--- src/rtl/xlat_pkg.sv ---
package xlat_pkg;
    localparam int VA_W  = 32;
    localparam int DIR_W = 10;
    localparam int TBL_W = 10;
    localparam int OFF_W = VA_W - DIR_W - TBL_W;
    localparam int PN_W  = VA_W - OFF_W;

    localparam int F_PRES  = 0;
    localparam int F_RW    = 1;
    localparam int F_US    = 2;
    localparam int F_ACC   = 5;
    localparam int F_DIRTY = 6;

    typedef enum logic [2:0] {
        ST_IDLE,
        ST_RD_DIR,
        ST_RD_TBL,
        ST_SET_AD,
        ST_DONE,
        ST_FAULT
    } walk_st_e;

    typedef struct packed {
        walk_st_e          st;
        logic [VA_W-1:0]   vaddr;
        logic [VA_W-1:0]   base;
        logic              wr;
        logic              usr;
        logic [VA_W-1:0]   pde;
        logic [VA_W-1:0]   pte;
        logic              pde_pend;
        logic              pte_pend;
        logic              flt_prot;
    } walk_regs_t;
endpackage

--- src/rtl/xlat_addr_gen.sv ---
module xlat_addr_gen
    import xlat_pkg::*;
(
    input  logic [VA_W-1:0]  base_i,
    input  logic [DIR_W-1:0] dir_idx_i,
    input  logic [TBL_W-1:0] tbl_idx_i,
    input  logic [PN_W-1:0]  tbl_pn_i,
    output logic [VA_W-1:0]  dir_addr_o,
    output logic [VA_W-1:0]  tbl_addr_o
);
    localparam int DPAD = VA_W - DIR_W - 2;
    localparam int TPAD = VA_W - TBL_W - 2;

    assign dir_addr_o = base_i + {{DPAD{1'b0}}, dir_idx_i, 2'b00};
    assign tbl_addr_o = {tbl_pn_i, {OFF_W{1'b0}}} + {{TPAD{1'b0}}, tbl_idx_i, 2'b00};
endmodule

--- src/rtl/xlat_entry_chk.sv ---
module xlat_entry_chk
    import xlat_pkg::*;
(
    input  logic [VA_W-1:0] pde_i,
    input  logic [VA_W-1:0] pte_i,
    input  logic            wr_i,
    input  logic            usr_i,
    output logic            prot_flt_o,
    output logic [VA_W-1:0] pde_new_o,
    output logic            pde_chg_o,
    output logic [VA_W-1:0] pte_new_o,
    output logic            pte_chg_o
);
    logic wr_denied;
    logic usr_denied;

    always_comb begin
        wr_denied  = wr_i  && !(pde_i[F_RW] && pte_i[F_RW]);
        usr_denied = usr_i && !(pde_i[F_US] && pte_i[F_US]);
        prot_flt_o = wr_denied || usr_denied;

        pde_new_o          = pde_i;
        pde_new_o[F_ACC]   = 1'b1;
        pte_new_o          = pte_i;
        pte_new_o[F_ACC]   = 1'b1;
        pte_new_o[F_DIRTY] = pte_i[F_DIRTY] | wr_i;

        pde_chg_o = (pde_new_o != pde_i);
        pte_chg_o = (pte_new_o != pte_i);
    end
endmodule

--- src/rtl/xlat_walker.sv ---
module xlat_walker
    import xlat_pkg::*;
(
    input  logic            clk,
    input  logic            rst_n,
    input  logic [31:0]     dir_base,
    input  logic            req_valid,
    output logic            req_ready,
    input  logic [31:0]     req_vaddr,
    input  logic            req_write,
    input  logic            req_user,
    output logic            rsp_valid,
    output logic            rsp_fault,
    output logic [31:0]     rsp_paddr,
    output logic [31:0]     rsp_vaddr,
    output logic            rsp_prot,
    output logic            rsp_write,
    output logic            rsp_user,
    output logic            mem_req,
    output logic            mem_we,
    output logic [31:0]     mem_addr,
    output logic [31:0]     mem_wdata,
    input  logic            mem_ack,
    input  logic [31:0]     mem_rdata
);
    walk_regs_t r_d, r_q;

    logic [VA_W-1:0] dir_addr, tbl_addr;
    logic            prot_flt, pde_chg, pte_chg;
    logic [VA_W-1:0] pde_new, pte_new;

    xlat_addr_gen u_agen (
        .base_i     (r_q.base),
        .dir_idx_i  (r_q.vaddr[VA_W-1 -: DIR_W]),
        .tbl_idx_i  (r_q.vaddr[OFF_W +: TBL_W]),
        .tbl_pn_i   (r_q.pde[VA_W-1 -: PN_W]),
        .dir_addr_o (dir_addr),
        .tbl_addr_o (tbl_addr)
    );

    xlat_entry_chk u_echk (
        .pde_i      (r_q.pde),
        .pte_i      (mem_rdata),
        .wr_i       (r_q.wr),
        .usr_i      (r_q.usr),
        .prot_flt_o (prot_flt),
        .pde_new_o  (pde_new),
        .pde_chg_o  (pde_chg),
        .pte_new_o  (pte_new),
        .pte_chg_o  (pte_chg)
    );

    always_comb begin
        r_d       = r_q;
        req_ready = 1'b0;
        mem_req   = 1'b0;
        mem_we    = 1'b0;
        mem_addr  = dir_addr;
        mem_wdata = '0;

        unique case (r_q.st)
            ST_IDLE: begin
                req_ready = 1'b1;
                if (req_valid) begin
                    r_d.vaddr    = req_vaddr;
                    r_d.base     = dir_base;
                    r_d.wr       = req_write;
                    r_d.usr      = req_user;
                    r_d.pde_pend = 1'b0;
                    r_d.pte_pend = 1'b0;
                    r_d.flt_prot = 1'b0;
                    r_d.st       = ST_RD_DIR;
                end
            end
            ST_RD_DIR: begin
                mem_req = 1'b1;
                if (mem_ack) begin
                    r_d.pde = mem_rdata;
                    r_d.st  = mem_rdata[F_PRES] ? ST_RD_TBL : ST_FAULT;
                end
            end
            ST_RD_TBL: begin
                mem_req  = 1'b1;
                mem_addr = tbl_addr;
                if (mem_ack) begin
                    if (!mem_rdata[F_PRES]) begin
                        r_d.st = ST_FAULT;
                    end else if (prot_flt) begin
                        r_d.flt_prot = 1'b1;
                        r_d.st       = ST_FAULT;
                    end else begin
                        r_d.pde      = pde_new;
                        r_d.pte      = pte_new;
                        r_d.pde_pend = pde_chg;
                        r_d.pte_pend = pte_chg;
                        r_d.st       = (pde_chg || pte_chg) ? ST_SET_AD : ST_DONE;
                    end
                end
            end
            ST_SET_AD: begin
                mem_req = 1'b1;
                mem_we  = 1'b1;
                if (r_q.pde_pend) begin
                    mem_wdata = r_q.pde;
                    if (mem_ack) begin
                        r_d.pde_pend = 1'b0;
                        if (!r_q.pte_pend) r_d.st = ST_DONE;
                    end
                end else begin
                    mem_addr  = tbl_addr;
                    mem_wdata = r_q.pte;
                    if (mem_ack) begin
                        r_d.pte_pend = 1'b0;
                        r_d.st       = ST_DONE;
                    end
                end
            end
            ST_DONE:  r_d.st = ST_IDLE;
            ST_FAULT: r_d.st = ST_IDLE;
            default:  r_d.st = ST_IDLE;
        endcase
    end

    always_ff @(posedge clk or negedge rst_n) begin
        if (!rst_n) r_q <= '0;
        else        r_q <= r_d;
    end

    assign rsp_valid = (r_q.st == ST_DONE) || (r_q.st == ST_FAULT);
    assign rsp_fault = (r_q.st == ST_FAULT);
    assign rsp_paddr = {r_q.pte[VA_W-1 -: PN_W], r_q.vaddr[OFF_W-1:0]};
    assign rsp_vaddr = r_q.vaddr;
    assign rsp_prot  = r_q.flt_prot;
    assign rsp_write = r_q.wr;
    assign rsp_user  = r_q.usr;
endmodule

--- config.mk ---
export PLATFORM = sky130hd
export DESIGN_NAME = xlat_walker
export DESIGN_NICKNAME = d
export VERILOG_FILES = /design/src/rtl/xlat_pkg.sv /design/src/rtl/xlat_addr_gen.sv /design/src/rtl/xlat_entry_chk.sv /design/src/rtl/xlat_walker.sv
export SDC_FILE = /design/constraint.sdc
export NUM_CORES = 1
export LEC_CHECK = 0
export BUFFER_PORTS_ARGS = -buffer_cell sky130_fd_sc_hd__buf_4
export CORE_UTILIZATION = 45
export CTS_CLUSTER_DIAMETER = 60
export DETAILED_ROUTE_END_ITERATION = 6
export PLACE_DENSITY = 0.76
export SETUP_SLACK_MARGIN = 0.15
export SYNTH_ARGS = -nofsm -noshare
export SYNTH_HDL_FRONTEND = slang
export SYNTH_SLANG_ARGS = --single-unit
--- constraint.sdc ---
create_clock -name clk -period 8.5 [get_ports clk]
set_input_delay 1.7 -clock clk [delete_from_list [all_inputs] [get_ports clk]]
set_output_delay 1.7 -clock clk [all_outputs]
set_load 0.005 [all_outputs]
Word level (Yosys, flattened, before mapping)
Index checks and enable logic that the tools add are counted.
Widths: inputs -> output; s select.
{"block": "classes", "addsub": 2, "n_mul": 0, "n_div": 0, "n_lt_le_gt_ge": 0, "n_eq_ne": 15, "shifts": 0, "n_mux": 32, "bitwise": 4, "reduce_logical": 22}
{"operator": "$mux 32", "count": 4}
{"operator": "$pmux 32 s2", "count": 2}
{"operator": "$mux 41", "count": 2}
{"operator": "$mux 69", "count": 1}
{"operator": "$add 32x12->32", "count": 2}
{"operator": "$mux 40", "count": 1}
{"operator": "$mux 3", "count": 11}
{"operator": "$reduce_and 5->1", "count": 4}
{"operator": "$ne 2x2->1 const B", "count": 8}
{"operator": "$pmux 3 s4", "count": 1}
{"operator": "$mux 1", "count": 8}
{"operator": "$reduce_and 7->1", "count": 1}
{"operator": "$eq 3x2->1 const B", "count": 2}
{"operator": "$eq 3x3->1 const B", "count": 2}
{"operator": "$pmux 2 s3", "count": 1}
{"operator": "$logic_and 1x1->1", "count": 4}
{"operator": "$reduce_and 4->1", "count": 1}
{"operator": "$reduce_bool 2->1", "count": 2}
{"operator": "$eq 3x1->1 const B", "count": 1}
{"operator": "$logic_not 3->1", "count": 1}
{"operator": "$logic_or 1x1->1", "count": 3}
{"operator": "$ne 3x3->1 const B", "count": 1}
{"operator": "$not 1->1", "count": 3}
{"operator": "$reduce_and 3->1", "count": 1}
{"operator": "other kinds (7)", "count": 8}
{"block": "totals", "ff_bits": 136, "latchBits": 0, "ram_bits": 0, "mem_bits_ro": 0, "input_bits": 102, "output_inout_bits": 136, "elab_cells": 86, "mem_count": 0}

Depth between registers and ports, before layout
Gate-level depths: netlist of run 1.
{"block": "depth", "ltp_word": 8, "depth_mapped": 10, "ltp_nobuf": 9}

Cells and area by module
From an unflattened synthesis of run 1, not the netlist that was laid out.
{"block": "unflattened", "cells_unflattened": 832, "hier_area_um2": 8724.6}
{"mod": "xlat_walker", "n_inst": 1, "cells_per_inst": 616, "area_each_um2": 7061.8, "seq_area_each_um2": 3403.3}
{"mod": "xlat_addr_gen", "n_inst": 1, "cells_per_inst": 145, "area_each_um2": 1151.1, "seq_area_each_um2": 0.0}
{"mod": "xlat_entry_chk", "n_inst": 1, "cells_per_inst": 71, "area_each_um2": 511.7, "seq_area_each_um2": 0.0}

Worst setup path before layout of run 1
OpenSTA, ideal clock, no wires.
{"block": "synth_timing", "path_type": "register to output", "start": "register r_q, in the netlist rsp_vaddr[23]", "end": "output mem_addr[25]", "arrival_ns": 2.225, "required_ns": 6.800, "setup_slack_ns": 4.575, "path_stages_with_launch": 9, "path_buffers": 1, "cell_sequence": "dfrtp_1 > ha_1 > a21o_1 > and4_1 > and4bb_4 > or2_1 > buf_2 > or4_1 > a31oi_1"}
{"block": "synth_via", "elab_chain_cells": 3}
{"item": "from (decl)", "line": "xlat_walker.sv:26", "text": "walk_regs_t r_d, r_q;"}
{"item": "from (signal assigned)", "line": "xlat_walker.sv:126", "text": "else r_q <= r_d;"}
{"item": "$add 32x12->32 *", "line": "xlat_addr_gen.sv:14", "text": "assign dir_addr_o = base_i + {{DPAD{1'b0}}, dir_idx_i, 2'b00};"}
{"item": "$mux 32", "line": "xlat_walker.sv:103", "text": "if (r_q.pde_pend) begin"}
{"item": "$pmux 32 s2 *", "line": "xlat_walker.sv:61", "text": "unique case (r_q.st)"}
{"item": "to (decl)", "line": "xlat_walker.sv:21", "text": "output logic [31:0] mem_addr,"}
Every way passes the cells marked *; elsewhere a longest branch is shown, timed or not.

Worst setup path after layout of run 1
{"block": "layout_timing", "start": "register r_q[134] (netlist bit)", "end": "output mem_addr[19]"}
{"block": "layout_via", "elab_chain_cells": 2, "elab_cells_between_ends": 3, "cone_classes": "eq/ne: 2; mux: 1"}
{"item": "$eq 3x2->1", "line": "xlat_walker.sv:61"}
{"item": "$pmux 32 s2 *", "line": "xlat_walker.sv:61"}
Marked as above.

==> results of run 1 <==
## per-layer routing
layer | global-route usage | vias up | wire length, um
met5 | 0 | - | 0
met4 | 0.102 | 0 | 456
met3 | 0.0586 | 30 | 979
met2 | 0.380 | 181 | 9520
met1 | 0.305 | 2797 | 8300
li1 | - | 2766 | -
## worst max-delay path, stage by stage (launching register included)
cell	delay, ps
dfrtp_1	680
nor2b_1	860
and2_1	920
nor2_1	90
nand2_1	100
mux2_2	140
o211ai_1	120
buf_4	170
## power by group through the flow
stage,Combinational (mW),Sequential (mW),Clock (mW)
2_1_floorplan,1.32,1.15,0
3_3_place_gp,1.88,1.25,0
3_5_place_dp,1.91,1.26,0
4_1_cts,1.93,1.26,0.778
5_1_grt,2.11,1.31,0.810
6_report,1.92,1.26,0.765
## sequential cells by signal (all words and copies together) (netlist names)
register	count
rsp_user	1
rsp_write	1
rsp_vaddr	32
rsp_prot	1
r_q	80
rsp_paddr	20
## stage by stage
| stage | util | worst slack (ps) | area, sq um | power [mW] | hold WS [ps] |
|---|---|---|---|---|---|
| finish | 0.592 | 3300 | 9440 | 3.94 | 468 |
| global route | 0.592 | 2970 | 9440 | 4.23 | 497 |
| CTS | 0.592 | 3300 | 9440 | 3.96 | 468 |
| detailed placement | 0.554 | 3770 | 8830 | 3.17 | 456 |
| global placement | 0.554 | 3850 | 8830 | 3.13 | 454 |
| floorplan | - | 4570 | 7370 | 2.47 | 435 |
## final cells by class
class                      instances  share of cell area
sequential                       135               0.358
timing repair buffer             243               0.194
clock buffer                      25              0.0525
multi-input combinational        486               0.351
clock inverter                     7              0.0123
tap                              216              0.0286
inverter                          10             0.00397
## cells in the mapped netlist, drive strengths merged, types with 3 or more instances
library cell | count | area (sq um)
a31oi | 7 | 43.8
o31ai | 3 | 22.5
xnor2 | 15 | 131
and3 | 3 | 18.8
clkbuf | 30 | 113
ha | 10 | 125
nor2b | 4 | 25.0
o211ai | 5 | 37.5
and4 | 4 | 35.0
mux2 | 95 | 1070
inv | 10 | 37.5
o21ai | 34 | 170
nand2b | 3 | 18.8
nand3 | 19 | 100
nor2 | 46 | 173
mux2i | 30 | 300
a21o | 5 | 37.5
xor2 | 6 | 52.6
nor4 | 4 | 25.0
a21oi | 13 | 65.1
buf | 76 | 536
dfrtp | 135 | 3380
and2 | 5 | 31.3
nor3 | 11 | 60.1
nand2 | 136 | 510
## path summary, 6_finish.rpt
check,start,endpoint,slack (ps),cells after the start
worst max-delay path,r_q[134],mem_addr[19],3300,7
worst min-delay path,r_q[9],r_q[9],470,2
worst max register to register,r_q[134],rsp_paddr[31],5770,5
worst min register to register,r_q[9],r_q[9],470,2
max in group asynchronous,rst_n,r_q[2],5920,2
min in group asynchronous,rst_n,rsp_vaddr[11],1340,1
## logic make-up after synthesis
family | share of synthesized area
buffers and inverters | 0.0930
AOI/OAI and AO/OA | 0.0684
muxes | 0.186
DFF | 0.458
and+or+nand+nor | 0.150
adders and majority gates | 0.0197
xor gates and xnor gates | 0.0250
==> flow_summary.yaml, run 1 <==
logic_synthesis:
  synth_cell_types: 51
  syn_inst: 737
  post_synth.cell_area_avg_sq_um: 10.0
  post_synth_instance_area_sq_um: 7370
  synthArstFlopShare: 1.00
  synth_warnings: 0
  synthFlopType: "dfrtp_1"
  sequential_fraction_of_the_synthesis_area: 0.458
  synth.ff_latch_count: 135
  number_of_enable_flip_flop_cells_after_synthesis: 0
  synth_fp_nets: 850
worst_setup_path:
  worst-endpoint-arrival_ps: 3500
  end_kind: "output pin"
  maximum_net_fanout_on_the_critical_path: 33
  setup.worst_path.class: "register to output pin"
  critPathLaunchType: "register"
  worst-endpoint-required_ps: 6800
detailed_routing:
  dr.pass1.iters: 5
  avgViaCountPerCell: 5.15
  totalWireLength_um: 19300
  drt_iter0_markers: 327
  detailroute.via_count: 5774
  routed_wire_length_per_instance_um: 17.2
  route.antenna.remaining_nets: 0
  drc_errors: 0
clocking:
  cts_max_level: 4
  numCtsBuffers: 17
  postCtsHoldBufs: 0
  cts-root-buf: "clkbuf_16"
  ctsLongestPathBuffers: 2
  cts_tree: "done"
  cts_resized: 0
  clkTransAtPathRegs_ps: 50
  clock_insertion_delay_worst_skew_ps: 420
  postCtsSetupRepairBufs: 0
  clkSinkCount: 135
job:
  drv_cap: 0
final_layout:
  drive_above_1_share: 0.416
  layout-area-overhead-vs-synth_pct: 28.1
  multiInputGateArea_sq_um: 3320
  diodes: 0
  area.sequential_sq_um: 3380
  n_fill_cell: 1392
  top_library_cells_by_usage_in_the_layout_fill_and_taps_aside: "buf_4, nand2_1, dfrtp_1"
  fin_nets: 1006
  mostFrequentLayoutCell: "buf_4"
  finalNonFillerCells: 1122
global_routing:
  grtUsageTotal: 0.237
  grt_antenna_before_repair: 0
  number_of_global_route_vias_before_repair: 5641
  grt_remaining_overflow: 0
  grt_first_pass_wirelength_um: 29900
  grt_max_degree: 88
timing:
  relSlewSlack: 0.264
  finalSetupViolations: 0
  layout_worst_path_cycle_share: 0.612
  final-max-slew-violation-count: 0
  fin_crit_ps: 5200
  fin_worst_skew_ps: 8.39
  timing_worst_slew_pin_value_ps: 1100
  finalSetupTns_ps: 0
  grt_setup_unrepaired: "false"
  finalHoldViolCount: 0
  max_freq_mhz: 192
pwr:
  netSwitchingPower_mw: 1.46
  static-leakage-power_nw: 4.37
  p_sw_frac: 0.370
  worst_ir_drop_vdd_mv: 0.266
  power_per_standard_cell_area_nw_per_um2: 418
  comb_power_share: 0.487
  pwr-share-seq: 0.319
  intPower_mw: 2.49
  clock_power_share: 0.194
place:
  dpl.hpwl_um: 13700
  portBuffers: 237
  gpl_congestion: 0.836
  dpl.cell_count: 1090
die:
  boundary_pins: 238
  die_span_x_um: 130
  fp.dieH_um: 130
  std_cell_rows: 46
  initial_core_util: 0.462
  die_area_sq_um: 16900
  core-area_sq_um: 15900
outcome:
  run_status: "finished clean"
hold_path:
  hold_class: "register to register"
Power figures use the tool's default switching activity.
==> run 2, diff against run 1 <==
--- a/config.mk
+++ b/config.mk
@@ -5,11 +5,12 @@
 export SDC_FILE = /design/constraint.sdc
 export NUM_CORES = 1
 export LEC_CHECK = 0
+export ABC_AREA = 1
 export BUFFER_PORTS_ARGS = -buffer_cell sky130_fd_sc_hd__buf_4
 export CORE_UTILIZATION = 45
 export CTS_CLUSTER_DIAMETER = 60
 export DETAILED_ROUTE_END_ITERATION = 6
-export PLACE_DENSITY = 0.76
+export PLACE_DENSITY = 0.78
 export SETUP_SLACK_MARGIN = 0.15
 export SYNTH_ARGS = -nofsm -noshare
 export SYNTH_HDL_FRONTEND = slang
==> constraint.sdc (replaced) <==
create_clock -name clk -period 4.4 [get_ports clk]
set_input_delay 0.88 -clock clk [delete_from_list [all_inputs] [get_ports clk]]
set_output_delay 0.88 -clock clk [all_outputs]
set_load 0.005 [all_outputs]
==> run 2 against run 1 <==
  * Clock skew is 5.0 ps higher
  * Sequential cell count did not move
  * Core utilization shrank 2.1 points
  * Hold slack lost 16 ps
  * Area after synthesis up 8.1%
  * Synthesized cell count rose by 47%
  * Cell area up 4.7%
  * Cell count rose by 32%
  * First-iteration DRC count is 61% higher
  * Clock power up 71%
  * Via count increased by 30%
  * Sequential share of layout area is 1.6 points lower
==> flow_summary.yaml, run 2 <==
outcome:
  run_status: "finished clean"
worst_setup_path:
  crit_chain: "ha_1 -> inv_1 -> fa_1 -> inv_1 -> nand3_1 -> nand3_1 -> nand2_1 -> nand3_1 -> nand2_1 -> nand2_1 -> nand2_1 -> nand2_1 -> o21ai_0 -> buf_4"
  critical-path-top-cell-by-count: "nand2_1"
  maximum_net_fanout_on_the_critical_path: 8
  worst-endpoint-required_ps: 3520
  setup.worst_path.class: "register to output pin"
  critical-path-slowest-cell: "fa_1"
  end_kind: "output pin"
  critPathLaunchType: "register"
  critPathMaxStageDelay_ps: 400
  worst-endpoint-arrival_ps: 2570
  r2r.worst_path.cells: 7
logic_synthesis:
  synth_warnings: 0
  post-synth-top-count-cell: "nand2_1"
  synth_fp_nets: 1198
  post_synth_instance_area_sq_um: 7970
  synth_cell_types: 43
  synthAdderAreaFrac: 0.0182
  fraction_of_synthesized_cell_area_in_xor_and_xnor_cells: 0.00770
  synth_compound_gate_area_share: 0.0840
  synthArstFlopShare: 1.00
  post_synth.cell_area_avg_sq_um: 7.34
  synthFlopType: "dfrtp_1"
  synth-simple-area-share: 0.320
  sequential_fraction_of_the_synthesis_area: 0.424
  synth.ff_latch_count: 135
  synth.top_cell.area_share: 0.424
  synth_common_cells: "nand2_1, dfrtp_1, inv_1, nand3_1, buf_4"
  syn_inst: 1085
  synth.mux.area_fraction: 0
  number_of_enable_flip_flop_cells_after_synthesis: 0
  largest_family_of_logic_cells_by_synthesized_area: "simple AND/OR/NAND/NOR gates"
  synth_area_leaders: "dfrtp_1, nand2_1, buf_4"
  synth_top_cell_by_area: "dfrtp_1"
clocking:
  postCtsHoldBufs: 0
  cts_tree: "done"
  clkTransAtPathRegs_ps: 60
  cts_max_level: 4
  clkSinkCount: 135
  cts_resized: 0
  cts-root-buf: "clkbuf_16"
  ctsLongestPathBuffers: 2
  postCtsSetupRepairBufs: 0
  numCtsBuffers: 17
  clock_insertion_delay_worst_skew_ps: 430
die:
  die_area_sq_um: 18200
  std_cell_rows: 48
  boundary_pins: 238
  initial_core_util: 0.461
  die_span_x_um: 135
  fp.dieH_um: 135
  core-area_sq_um: 17300
timing:
  relSlewSlack: 0.306
  finalSetupViolations: 0
  fin_worst_skew_ps: 13.4
  fin_crit_ps: 3450
  max_freq_mhz: 290
  final-max-slew-violation-count: 0
  final.setup.worst_slack_ps: 955
  finalSetupTns_ps: 0
  timing_worst_slew_pin_value_ps: 1040
  grt_setup_unrepaired: "false"
  layout_worst_path_cycle_share: 0.783
  finalHoldViolCount: 0
global_routing:
  number_of_global_route_vias_before_repair: 7087
  grt_antenna_before_repair: 0
  grt_first_pass_wirelength_um: 36700
  grt_max_degree: 86
  grt_remaining_overflow: 0
  grtUsageTotal: 0.260
final_layout:
  fin_nets: 1356
  n_fill_cell: 1613
  top_library_cells_by_usage_in_the_layout_fill_and_taps_aside: "nand2_1, buf_4, dfrtp_1"
  postLayoutCellArea_sq_um: 9890
  mostFrequentLayoutCell: "nand2_1"
  largest_reg_flops: 80
  diodes: 0
  drive_above_1_share: 0.244
  largest_register: "r_q"
  layout-area-overhead-vs-synth_pct: 24.1
place:
  gpl_congestion: 0.931
  dpl.hpwl_um: 16700
  portBuffers: 237
  post_dp_cell_area_sq_um: 9350
  dpl_worst_slack_ps: 1420
detailed_routing:
  totalWireLength_um: 23100
  drt_iter0_markers: 525
  dr.pass1.iters: 6
  avgViaCountPerCell: 5.06
  detailroute.via_count: 7499
  drc_errors: 0
  routed_wire_length_per_instance_um: 15.6
  route.antenna.remaining_nets: 0
pwr:
  worst_ir_drop_vdd_mv: 0.401
  power_per_standard_cell_area_nw_per_um2: 700
  total_power_mw: 6.92
  static-leakage-power_nw: 5.68
job:
  drv_cap: 0
hold_path:
  hold_class: "register to register"
  hold-path-cell-count: 2
==> run 2: cell types whose count changed after synthesis, moves of 7 or more <==
| cell | change |
|---|---|
| mux2_2 | -95 |
| nand2_1 | +320 |
| o21ai_1 | +7 |
| clkbuf_1 | -24 |
| buf_6 | +8 |
| inv_1 | +97 |
| nand3_1 | +56 |
| nand4_1 | +9 |
| xnor2_1 | -9 |
| inv_2 | +9 |
| mux2i_1 | -30 |
| a22oi_1 | +30 |
| buf_2 | +16 |
| nor2_1 | -19 |
==> run 2: logic make-up after synthesis <==
kind of cell,count (synthesis)
XOR/XNOR,7
buffers and inverters,220
flip-flops,135
AND/OR/NAND/NOR,604
AO/OA/AOI/OAI,108
adder cells (fa/ha/maj),11
==> run 2: cell type report <==
class                           instances  area [sq um]  share of cell area
Clock inverter                         13          96.3             0.00975
Multi-Input combinational cell        730          3420               0.346
Sequential cell                       135          3380               0.342
Tap cell                              225           282              0.0285
Timing Repair Buffer                  242          1820               0.184
Inverter                              117           442              0.0447
Clock buffer                           19           443              0.0448
==> run 2: worst paths after layout <==
path	slack [ps]	startpoint	end
setup / recovery	950	rsp_vaddr[22]	mem_addr[22]
hold / removal	450	r_q[8]	r_q[8]
setup reg to reg	2190	r_q[135]	r_q[9]
hold reg to reg	450	r_q[8]	r_q[8]
max in group asynchronous	3010	rst_n	rsp_paddr[14]
min in group asynchronous	510	rst_n	rsp_vaddr[6]
==> run 2: worst max-delay path, delay by kind of cell, from the launching register on <==
family                     cells  cell delay (ps)
buffers and inverters          3              290
AOI/OAI and AO/OA              1               80
and+or+nand+nor                8              800
adders and majority gates      2              600
DFF                            1              380
==> run 2: routing by layer <==
layer,vias up,GRT usage,wire length [um]
li1,3666,-,-
met1,3489,0.355,9930
met2,309,0.415,10900
met3,35,0.0563,1800
met4,0,0.0762,505
met5,-,0,0
==> run 2: power by group <==
part           total, mW  internal, mW  switching [mW]
registers           2.35          1.81           0.539
logic               3.25          1.47            1.79
clock network       1.31         0.739           0.574
==> run 2: through the flow <==
stage | instances | util | hold WS, ps
floorplan | 1085 | - | 423
global placement | 1449 | 0.540 | 437
detailed placement | 1449 | 0.540 | 443
CTS | 1481 | 0.572 | 458
global route | 1481 | 0.572 | 494
finish | 1481 | 0.572 | 451
